## config.mk

```make
export PLATFORM = sky130hd
export DESIGN_NAME = alu_seq
export DESIGN_NICKNAME = d
export VERILOG_FILES = /design/src/rtl/seq_pkg.sv /design/src/rtl/seq_decode.sv /design/src/rtl/seq_plan.sv /design/src/rtl/seq_addr.sv /design/src/rtl/alu_seq.sv
export SDC_FILE = /design/constraint.sdc
export NUM_CORES = 1
export LEC_CHECK = 0
export BUFFER_PORTS_ARGS = -buffer_cell sky130_fd_sc_hd__buf_2
export CORE_UTILIZATION = 25
export CTS_CLUSTER_DIAMETER = 100
export DETAILED_ROUTE_END_ITERATION = 16
export PLACE_DENSITY = 0.56
export RECOVER_POWER = 25
export SLEW_MARGIN = 15
export SYNTH_ARGS = -nofsm -noshare
export SYNTH_HDL_FRONTEND = slang
export SYNTH_HIERARCHICAL = 1
export SYNTH_SLANG_ARGS = --single-unit
```

## constraint.sdc

```tcl
create_clock -name clk_i -period 3.67 [get_ports clk_i]
set_clock_uncertainty 0.1 [all_clocks]
set_input_delay 0.367 -clock clk_i [delete_from_list [all_inputs] [get_ports clk_i]]
set_output_delay 0.367 -clock clk_i [all_outputs]
set_load 0.03 [all_outputs]
```

## src/rtl/seq_pkg.sv

```systemverilog
package seq_pkg;

  localparam int STEP_W = 3;

  typedef enum logic [1:0] {
    BUS_IDLE = 2'd0,
    BUS_PC   = 2'd1,
    BUS_DP   = 2'd2,
    BUS_ABS  = 2'd3
  } bus_kind_e;

  typedef enum logic [2:0] {
    ALU_OR  = 3'd0,
    ALU_AND = 3'd1,
    ALU_EOR = 3'd2,
    ALU_CMP = 3'd3,
    ALU_ADC = 3'd4,
    ALU_SBC = 3'd5
  } alu_op_e;

  typedef enum logic [1:0] {
    SRC_A = 2'd0,
    SRC_X = 2'd1,
    SRC_Y = 2'd2
  } src_e;

  typedef enum logic [3:0] {
    M_IMM  = 4'd0,
    M_XIND = 4'd1,
    M_DP   = 4'd2,
    M_DPX  = 4'd3,
    M_ABS  = 4'd4,
    M_ABSX = 4'd5,
    M_ABSY = 4'd6,
    M_DPXI = 4'd7,
    M_DPIY = 4'd8
  } mode_e;

  typedef struct packed {
    logic    ok;
    alu_op_e op;
    src_e    src;
    mode_e   mode;
  } dec_t;

endpackage

```

## src/rtl/seq_decode.sv

```systemverilog
module seq_decode
  import seq_pkg::*;
(
  input  logic [7:0] op_i,
  output dec_t       dec_o
);

  logic [2:0] grp;
  logic [3:0] lo;
  logic       b4;

  assign grp = op_i[7:5];
  assign lo  = op_i[3:0];
  assign b4  = op_i[4];

  always_comb begin
    dec_o      = '0;
    dec_o.src  = SRC_A;
    dec_o.mode = M_IMM;
    dec_o.op   = ALU_OR;
    dec_o.ok   = (grp <= 3'd5);
    case (grp)
      3'd0: dec_o.op = ALU_OR;
      3'd1: dec_o.op = ALU_AND;
      3'd2: dec_o.op = ALU_EOR;
      3'd3: dec_o.op = ALU_CMP;
      3'd4: dec_o.op = ALU_ADC;
      default: dec_o.op = ALU_SBC;
    endcase
    case (lo)
      4'h8: begin
        dec_o.mode = M_IMM;
        if (b4) dec_o.ok = 1'b0;
      end
      4'h6: dec_o.mode = b4 ? M_ABSY : M_XIND;
      4'h4: dec_o.mode = b4 ? M_DPX  : M_DP;
      4'h5: dec_o.mode = b4 ? M_ABSX : M_ABS;
      4'h7: dec_o.mode = b4 ? M_DPIY : M_DPXI;
      default: dec_o.ok = 1'b0;
    endcase
    // compare against an index register
    case (op_i)
      8'hC8: begin dec_o.ok = 1'b1; dec_o.op = ALU_CMP; dec_o.src = SRC_X; dec_o.mode = M_IMM; end
      8'h3E: begin dec_o.ok = 1'b1; dec_o.op = ALU_CMP; dec_o.src = SRC_X; dec_o.mode = M_DP;  end
      8'h1E: begin dec_o.ok = 1'b1; dec_o.op = ALU_CMP; dec_o.src = SRC_X; dec_o.mode = M_ABS; end
      8'hAD: begin dec_o.ok = 1'b1; dec_o.op = ALU_CMP; dec_o.src = SRC_Y; dec_o.mode = M_IMM; end
      8'h7E: begin dec_o.ok = 1'b1; dec_o.op = ALU_CMP; dec_o.src = SRC_Y; dec_o.mode = M_DP;  end
      8'h5E: begin dec_o.ok = 1'b1; dec_o.op = ALU_CMP; dec_o.src = SRC_Y; dec_o.mode = M_ABS; end
      default: ;
    endcase
  end

endmodule

```

## src/rtl/seq_plan.sv

```systemverilog
module seq_plan
  import seq_pkg::*;
(
  input  mode_e             mode_i,
  input  logic [STEP_W-1:0] step_i,
  output bus_kind_e         kind_o,
  output logic              last_o
);

  logic [STEP_W-1:0] len;

  always_comb begin
    case (mode_i)
      M_IMM:          len = STEP_W'(1);
      M_XIND, M_DP:   len = STEP_W'(2);
      M_DPX, M_ABS:   len = STEP_W'(3);
      M_ABSX, M_ABSY: len = STEP_W'(4);
      default:        len = STEP_W'(5);
    endcase
  end

  always_comb begin
    case (mode_i)
      M_IMM:  kind_o = BUS_PC;
      M_XIND: kind_o = (step_i == 1) ? BUS_IDLE : BUS_DP;
      M_DP:   kind_o = (step_i == 1) ? BUS_PC : BUS_DP;
      M_DPX:  kind_o = (step_i == 1) ? BUS_PC : (step_i == 2) ? BUS_IDLE : BUS_DP;
      M_ABS:  kind_o = (step_i == 3) ? BUS_ABS : BUS_PC;
      M_ABSX, M_ABSY:
              kind_o = (step_i <= 2) ? BUS_PC : (step_i == 3) ? BUS_IDLE : BUS_ABS;
      default:
              kind_o = (step_i == 1) ? BUS_PC : (step_i == 2) ? BUS_IDLE :
                       (step_i == 5) ? BUS_ABS : BUS_DP;
    endcase
    if (step_i == '0) kind_o = BUS_IDLE;
  end

  assign last_o = (step_i != '0) && (step_i == len);

endmodule

```

## src/rtl/seq_addr.sv

```systemverilog
module seq_addr
  import seq_pkg::*;
#(
  parameter int DW = 8
) (
  input  logic              clk_i,
  input  logic              rst_ni,
  input  mode_e             mode_i,
  input  logic [STEP_W-1:0] step_i,
  input  bus_kind_e         kind_i,
  input  logic [DW-1:0]     rdata_i,
  input  logic [DW-1:0]     x_i,
  input  logic [DW-1:0]     y_i,
  input  logic [DW-1:0]     page_i,
  output logic [2*DW-1:0]   addr_o
);

  localparam int AW = 2 * DW;
  localparam logic [DW-1:0] ONE = 1;

  logic [DW-1:0] dp_q, plo_q, phi_q, off;
  logic [AW-1:0] ptr;
  logic          is_abs, is_ind, cap_lo, cap_hi, cap_dp;

  assign is_abs = (mode_i == M_ABS) || (mode_i == M_ABSX) || (mode_i == M_ABSY);
  assign is_ind = (mode_i == M_DPXI) || (mode_i == M_DPIY);
  assign cap_dp = (step_i == 1) && (is_ind || mode_i == M_DP || mode_i == M_DPX);
  assign cap_lo = (is_abs && step_i == 1) || (is_ind && step_i == 3);
  assign cap_hi = (is_abs && step_i == 2) || (is_ind && step_i == 4);

  always_ff @(posedge clk_i or negedge rst_ni) begin
    if (!rst_ni) begin
      dp_q  <= '0;
      plo_q <= '0;
      phi_q <= '0;
    end else begin
      // pre-indexed pointer: X is folded in at capture
      if (cap_dp) dp_q <= (mode_i == M_DPXI) ? rdata_i + x_i : rdata_i;
      if (cap_lo) plo_q <= rdata_i;
      if (cap_hi) phi_q <= rdata_i;
    end
  end

  assign ptr = {phi_q, plo_q};

  always_comb begin
    case (mode_i)
      M_XIND:         off = x_i;
      M_DPX:          off = dp_q + x_i;
      M_DPXI, M_DPIY: off = (step_i == 4) ? dp_q + ONE : dp_q;
      default:        off = dp_q;
    endcase
  end

  always_comb begin
    case (kind_i)
      BUS_DP:  addr_o = {page_i, off};
      BUS_ABS: begin
        case (mode_i)
          M_ABSX:         addr_o = ptr + {{DW{1'b0}}, x_i};
          M_ABSY, M_DPIY: addr_o = ptr + {{DW{1'b0}}, y_i};
          default:        addr_o = ptr;
        endcase
      end
      default: addr_o = '0;
    endcase
  end

  AST_PTR_HI_NEXT: assert property (@(posedge clk_i) disable iff (!rst_ni)
    (kind_i == BUS_DP && is_ind && step_i == 4) |->
      (addr_o[DW-1:0] == $past(addr_o[DW-1:0]) + ONE));

  AST_DP_IN_PAGE: assert property (@(posedge clk_i) disable iff (!rst_ni)
    (kind_i == BUS_DP && mode_i == M_DPX) |-> (addr_o[AW-1:DW] == page_i));

endmodule

```

## src/rtl/alu_seq.sv

```systemverilog
module alu_seq
  import seq_pkg::*;
#(
  parameter int DW = 8
) (
  input  logic              clk_i,
  input  logic              rst_ni,
  input  logic              op_valid_i,
  input  logic [7:0]        op_i,
  input  logic [DW-1:0]     x_i,
  input  logic [DW-1:0]     y_i,
  input  logic [DW-1:0]     page_i,
  input  logic [DW-1:0]     rdata_i,
  output logic [1:0]        mem_kind_o,
  output logic [2*DW-1:0]   mem_addr_o,
  output logic              busy_o,
  output logic              done_o,
  output logic [2:0]        alu_op_o,
  output logic [1:0]        alu_src_o,
  output logic [DW-1:0]     alu_b_o,
  output logic              acc_we_o
);

  dec_t              dec_new, dec_q;
  logic [STEP_W-1:0] step_q;
  bus_kind_e         kind;
  logic              last;

  seq_decode i_dec (
    .op_i  (op_i),
    .dec_o (dec_new)
  );

  seq_plan i_plan (
    .mode_i (dec_q.mode),
    .step_i (step_q),
    .kind_o (kind),
    .last_o (last)
  );

  seq_addr #(.DW(DW)) i_addr (
    .clk_i   (clk_i),
    .rst_ni  (rst_ni),
    .mode_i  (dec_q.mode),
    .step_i  (step_q),
    .kind_i  (kind),
    .rdata_i (rdata_i),
    .x_i     (x_i),
    .y_i     (y_i),
    .page_i  (page_i),
    .addr_o  (mem_addr_o)
  );

  assign busy_o = (step_q != '0);

  always_ff @(posedge clk_i or negedge rst_ni) begin
    if (!rst_ni) begin
      step_q <= '0;
      dec_q  <= '0;
    end else if (!busy_o) begin
      if (op_valid_i && dec_new.ok) begin
        step_q <= STEP_W'(1);
        dec_q  <= dec_new;
      end
    end else if (last) begin
      step_q <= '0;
    end else begin
      step_q <= step_q + STEP_W'(1);
    end
  end

  assign mem_kind_o = kind;
  assign done_o     = busy_o && last;
  assign alu_op_o   = dec_q.op;
  assign alu_src_o  = dec_q.src;
  assign alu_b_o    = done_o ? rdata_i : '0;
  assign acc_we_o   = done_o && (dec_q.op != ALU_CMP);

  AST_IDLE_QUIET: assert property (@(posedge clk_i) disable iff (!rst_ni)
    !busy_o |-> (mem_kind_o == BUS_IDLE && !done_o && !acc_we_o));

  AST_DONE_PULSE: assert property (@(posedge clk_i) disable iff (!rst_ni)
    done_o |=> (!busy_o && !done_o));

  AST_START_NEEDS_VALID: assert property (@(posedge clk_i) disable iff (!rst_ni)
    (busy_o && !$past(busy_o)) |-> $past(op_valid_i));

  AST_IDX_IDLE_FIRST: assert property (@(posedge clk_i) disable iff (!rst_ni)
    (done_o && (dec_q.mode == M_DPX || dec_q.mode == M_ABSX || dec_q.mode == M_ABSY))
      |-> ($past(mem_kind_o) == BUS_IDLE));

  AST_IDX_CMP_NO_WRITE: assert property (@(posedge clk_i) disable iff (!rst_ni)
    acc_we_o |-> (alu_src_o == SRC_A));

  AST_HOLD_WHILE_BUSY: assert property (@(posedge clk_i) disable iff (!rst_ni)
    (busy_o && $past(busy_o)) |-> ($stable(alu_op_o) && $stable(alu_src_o)));

endmodule

```

After elaboration in Yosys (flattened, before gate mapping)
Cells that the tools add are included.
- bitwise logic cells: 1
- $mul: 0
- mux-type cells: 31
- div/mod/pow operators: 0
- reductions and logical operators: 28
- magnitude comparators: 2
- shift operators: 0
- equal/unequal tests: 32
- add/sub/neg operators: 6
- operators by type and width (cell ; number):
    16-bit case mux with 2 select lines ; 2
    10-bit case mux with 6 select lines ; 1
    16-bit by 8-bit adder with 16-bit output ; 2
    4-bit by 3-bit == test with 1-bit output, second input constant ; 8
    8-bit two-way mux ; 3
    8-bit case mux with 3 select lines ; 1
    2-bit two-way mux ; 10
    8-bit adder ; 2
    8-bit by 7-bit == test with 1-bit output, second input constant ; 2
    8-bit == test, second input constant ; 2
    4-bit case mux with 4 select lines ; 1
    3-bit case mux with 5 select lines ; 1
    3-bit by 2-bit == test with 1-bit output, second input constant ; 4
    3-bit two-way mux ; 4
    2-bit case mux with 6 select lines ; 1
    3-bit case mux with 4 select lines ; 1
    2-bit OR reduction ; 5
    3-bit == test, second input constant ; 3
    1-bit logical AND ; 9
    8-bit by 1-bit adder with 8-bit output, second input constant ; 1
    4-bit by 2-bit == test with 1-bit output, second input constant ; 2
    4-bit == test, second input constant ; 2
    8-bit by 5-bit == test with 1-bit output, second input constant ; 1
    8-bit by 6-bit == test with 1-bit output, second input constant ; 1
    19 further kinds ; 31
- register bits after elaboration: 36
- memories kept: 0
- word-level logic and storage cells: 107
- ROM bits: 0
- bits of input ports: 43
- latch bits: 0
- RAM bits: 0
- output and inout port bits: 34

Depth between registers and ports, before layout
- depth in word-level cells: 8
- depth in mapped cells: 13
- depth with buffers taken out: 12

Hierarchy
The synthesis kept the hierarchy.
- by module, submodules not included (module ; area an instance (um^2) ; sequential area each (um^2) ; times used ; cells each):
    seq_addr ; 2979.1 ; 600.6 ; 1 ; 357
    alu_seq ; 658.1 ; 300.3 ; 1 ; 55
    seq_plan ; 236.5 ; 0.0 ; 1 ; 35
    seq_decode ; 193.9 ; 0.0 ; 1 ; 30

Worst setup path before layout
OpenSTA, ideal clock, no wires.
- kind: register to output
- start point: register dec_q[2] (netlist bit)
- end point: output port mem_addr_o[14]
- buffers on the path: 0
- data required time: 3.203 ns
- data arrival time: 4.346 ns
- cell stages (with the launch flop): 12
- setup slack: -1.143 ns
- cells stage by stage: dfrtp_1 -> nor2b_1 -> a21oi_1 -> nor2_1 -> mux2_2 -> ha_1 -> fa_1 -> a21o_1 -> a21oi_1 -> o21ai_0 -> a31o_2 -> o311ai_0
- longest elaborated chain between the ends: 6
- elaborated cells on any way between the ends: 16
- classes of those cells: 9 x eq/ne; 4 x mux; 3 x reduce/logical
- RTL lines (element ; line ; source):
    start, declared ; alu_seq.sv:24 ; dec_t dec_new, dec_q;
    start signal, assigned ; alu_seq.sv:63 ; dec_q <= dec_new;
    4-bit by 3-bit == test with 1-bit output ; seq_plan.sv:23, seq_addr.sv:59 ;
    2-bit OR reduction ; seq_plan.sv:23 ; case (mode_i)
    2-bit case mux with 6 select lines ; seq_plan.sv:23 ;
    2-bit two-way mux ; seq_plan.sv:35 ; if (step_i == '0) kind_o = BUS_IDLE;
    2-bit == test ; seq_addr.sv:56 ; case (kind_i)
    16-bit case mux with 2 select lines * ; seq_addr.sv:56 ;
    end, declared ; alu_seq.sv:15 ; output logic [2*DW-1:0] mem_addr_o,
Mark *: on every way between the ends. The rest lies on a longest branch, timed or not.

Worst setup path in the final report
- start point: register dec_q[2] (netlist bit)
- end point: output port mem_addr_o[10]
The elaborated chain is that of the path after synthesis.

==> impl_metrics.toml <==
[outcome]
run_status = "finished with violations"
failing_checks = "capacitance limit, slew limit, setup timing"

[yosys]
syn-instance-count = 477
register_area_share_after_synthesis_pct = 22.1
ys.flop_type = "dfrtp_1"
ys_async_rst_share_pct = 100
syn-cell-area_um2 = 4070
synth_nets = 551
synth_cell_types = 75
synth_edf_count = 0
yosys_warnings = 6
yosys_register_bits = 36
synth_area_per_cell_um2 = 8.53

[sta]
rsz_0062_raised_after_global_routing = "yes"
timing.fmax_mhz = 265
finalCritPeriodShare_pct = 103
post-route-worst-setup-slack_ns = -0.108
finalHoldViolCount = 0
finalHoldWorstSlack_ns = 0.352
setup_tns_ns = -0.362
relative_slew_slack_pct = -43.9
slew_violations = 37
worst-slew-pin-transition_ns = 2.16
timing.final.crit_period_ns = 3.78
setup_violations = 7

[final_layout]
areaGrowthSynthToFinish_pct = 28.4
layout_common_cells = "buf_2, buf_4, nand2_1"
finalInstanceArea_um2 = 5220
final_cell_count_no_fill = 787
nNetsFinal = 644
num_antenna_cells = 0
drive_gt1_share_pct = 33.8
layout.cells.most_common = "buf_2"
postLayoutCoreUtil_pct = 32.9

[pwr]
switching_power_mw = 2.11
swShare_pct = 50.1
internal_power_mw = 2.10
power.share.combinational_pct = 68.7
max-vdd-ir-drop_mv = 0.469
power.clock.fraction_pct = 10.6
share_seq_of_total_power_pct = 20.7
pwr_density_cell_nw_per_um2 = 805
finalPower_mw = 4.20
p_leak_nw = 2.36

[setup_path]
rr_startpoint = "dec_q[1]"
cp_max_fo = 5
critical_path.cell_chain = "nor3b_4 > a21oi_2 > nor2_4 > mux2_4 > ha_4 > fa_2 > a21o_1 > a21oi_2 > o21ai_2 > a31o_4 > mux2i_1 > a311o_2 > buf_6"
setup.worst_path.class = "flip-flop to output port"
cp-startpoint = "dec_q[2]"
critical_path_required_ns = 3.20
worst_path_max_delay_cell = "dfrtp_2"
critical_path_arrival_ns = 3.31
r2r.worst_path.cells = 8
rr_endpoint = "i_addr/dp_q[6]"
worstSetupEndpointType = "output port"
slowest_delay_ns = 0.44
timing.critical_path.mode_cell = "a21oi_2"
critPathLaunchType = "flip-flop"
r2r_slack_ns = 1.25

[floorplanning]
core_region_area_um2 = 15900
dieWidth_um = 130
die_area_um2 = 16800
start_util_pct = 25.6
floorplan.io_pins = 77
core.rowCount = 46
fp.dieH_um = 130

[clocking]
tritoncts = "built"
ctsHtreeMaxLevel = 2
clk_root_buffer_cell = "clkbuf_16"
cts.reportedPaths.clkPinSlew_ns = 0.06
tritoncts_num_sinks = 36
numCtsBuffers = 5
clock_path_buffers = 2
clock_latency_ns = 0.28

[routing]
num_vias = 4106
antenna_left = 0
dr.first_iter.drc_count = 291
routed_wirelength_um = 13600
route.detailed.wl_per_inst_um = 17.2
vias_per_cell = 5.22
drt_drc_violations_left = 0
first_pass_iters = 7

[global_routing]
grt_max_degree = 37
total_grt_usage_pct = 16.4
grt_pass1_vias = 3977
grt_antenna_before_repair = 0
grt_pass1_wl_um = 21200
globalRouteOverflowTotal = 0

[job]
max_cap_viol_count = 1

[hold_path]
min_to = "i_addr/phi_q[0]"
hold_path_class = "primary input to flip-flop"
worstHoldStart = "rdata_i[0]"
timing.hold.worst_path_depth = 2

[placement]
portBuffers = 76
placement.setup.worst_slack_ns = -0.0256
gp_routability_congestion = 0.930
detailedPlacementHpwl_um = 10500
dpl-instance-area_um2 = 4850
post-place-cells = 773
## how the worst max path moves through the flow
stage	end	slack (ns)
2_1_floorplan	mem_addr_o[12]	0.03
3_3_place_gp	mem_addr_o[9]	0.03
3_5_place_dp	mem_addr_o[10]	-0.03
4_1_cts	mem_addr_o[10]	-0.06
5_1_grt	mem_addr_o[10]	-0.23
6_report	mem_addr_o[10]	-0.11
## cells in the mapped netlist, types with 4 or more instances
library cell	n	area, um2
dfrtp_1	36	901
mux2i_1	13	130
buf_4	5	37.5
nand2_1	40	150
xnor2_1	14	123
mux2_2	33	372
a31oi_1	4	25.0
o21ai_1	8	40.0
nor3_1	10	50.1
o211ai_1	4	30.0
nand3b_1	5	37.5
and3_1	14	87.6
ha_1	28	350
nor2_1	24	90.1
o22ai_1	7	43.8
clkbuf_1	14	52.6
xor2_1	7	61.3
buf_6	4	45.0
nand2b_1	9	56.3
a211oi_1	9	67.6
inv_1	21	78.8
nand3_1	11	55.1
or4_1	5	37.5
o21ai_0	15	75.1
o21a_1	5	37.5
a21o_1	6	45.0
a21oi_1	32	160
nor2b_1	10	62.6
nand4_1	9	56.3
nor3b_1	4	30.0
## critical path: cells and delay by family (launching register included)
family / cells / cell delay [ns]
multiplexers: 2 / 0.45
adder cells (fa/ha/maj): 2 / 0.52
flip-flops: 1 / 0.44
AO/OA/AOI/OAI: 6 / 1.07
AND/OR/NAND/NOR: 2 / 0.39
buffers and inverters: 1 / 0.14
## flip-flops by register name, indices dropped and copies added (netlist names)
name          count
step_q            3
i_addr/phi_q      8
alu_src_o         2
i_addr/plo_q      8
alu_op_o          3
dec_q             4
i_addr/dp_q       8
## layer usage
metal  wire (um)  GRT usage (%)  share of wire [%]  vias to the layer above
met4         306           4.92                2.3                        0
li1            -              -                  -                     1963
met3         809           1.82                6.0                       25
met2        6260           27.6                 46                      161
met5           0              0                  0                        -
met1        6180           22.1                 46                     1957
## power groups by stage
| stage | registers [mW] | logic, mW | clock network (mW) |
|---|---|---|---|
| final | 0.871 | 2.89 | 0.445 |
| after global routing | 0.908 | 3.16 | 0.468 |
| after detailed placement | 0.861 | 2.66 | 0 |
| after floorplan | 0.796 | 1.97 | 0 |
| after global placement | 0.852 | 2.60 | 0 |
| after CTS | 0.862 | 2.82 | 0.455 |
## cell families (layout without fill, tap and decap cells)
| family | Yosys count | after routing | synth area share [%] |
|---|---|---|---|
| buffers and inverters | 47 | 141 | 5.57 |
| adders and majority gates | 31 | 31 | 10.1 |
| and+or+nand+nor | 168 | 168 | 23.4 |
| AOI/OAI and AO/OA | 128 | 128 | 22.0 |
| DFF | 36 | 36 | 22.1 |
| xor gates and xnor gates | 21 | 21 | 4.52 |
| muxes | 46 | 46 | 12.3 |
## final cells by class
cell class	count	area [um2]
clock inverter	1	7.51
tap	216	270
multi-input combinational	394	3130
clock buffer	7	143
timing repair buffer	110	679
sequential	36	903
inverter	23	86.3
fill	1690	10700
## timing repair
item,4_1_cts,5_1_grt
setup endpoints to repair,11,12
buffers inserted,7,0
hold buffers,0,0
resized for setup,27,18
pin swaps,10,10
(Power assumes the default switching activity.)
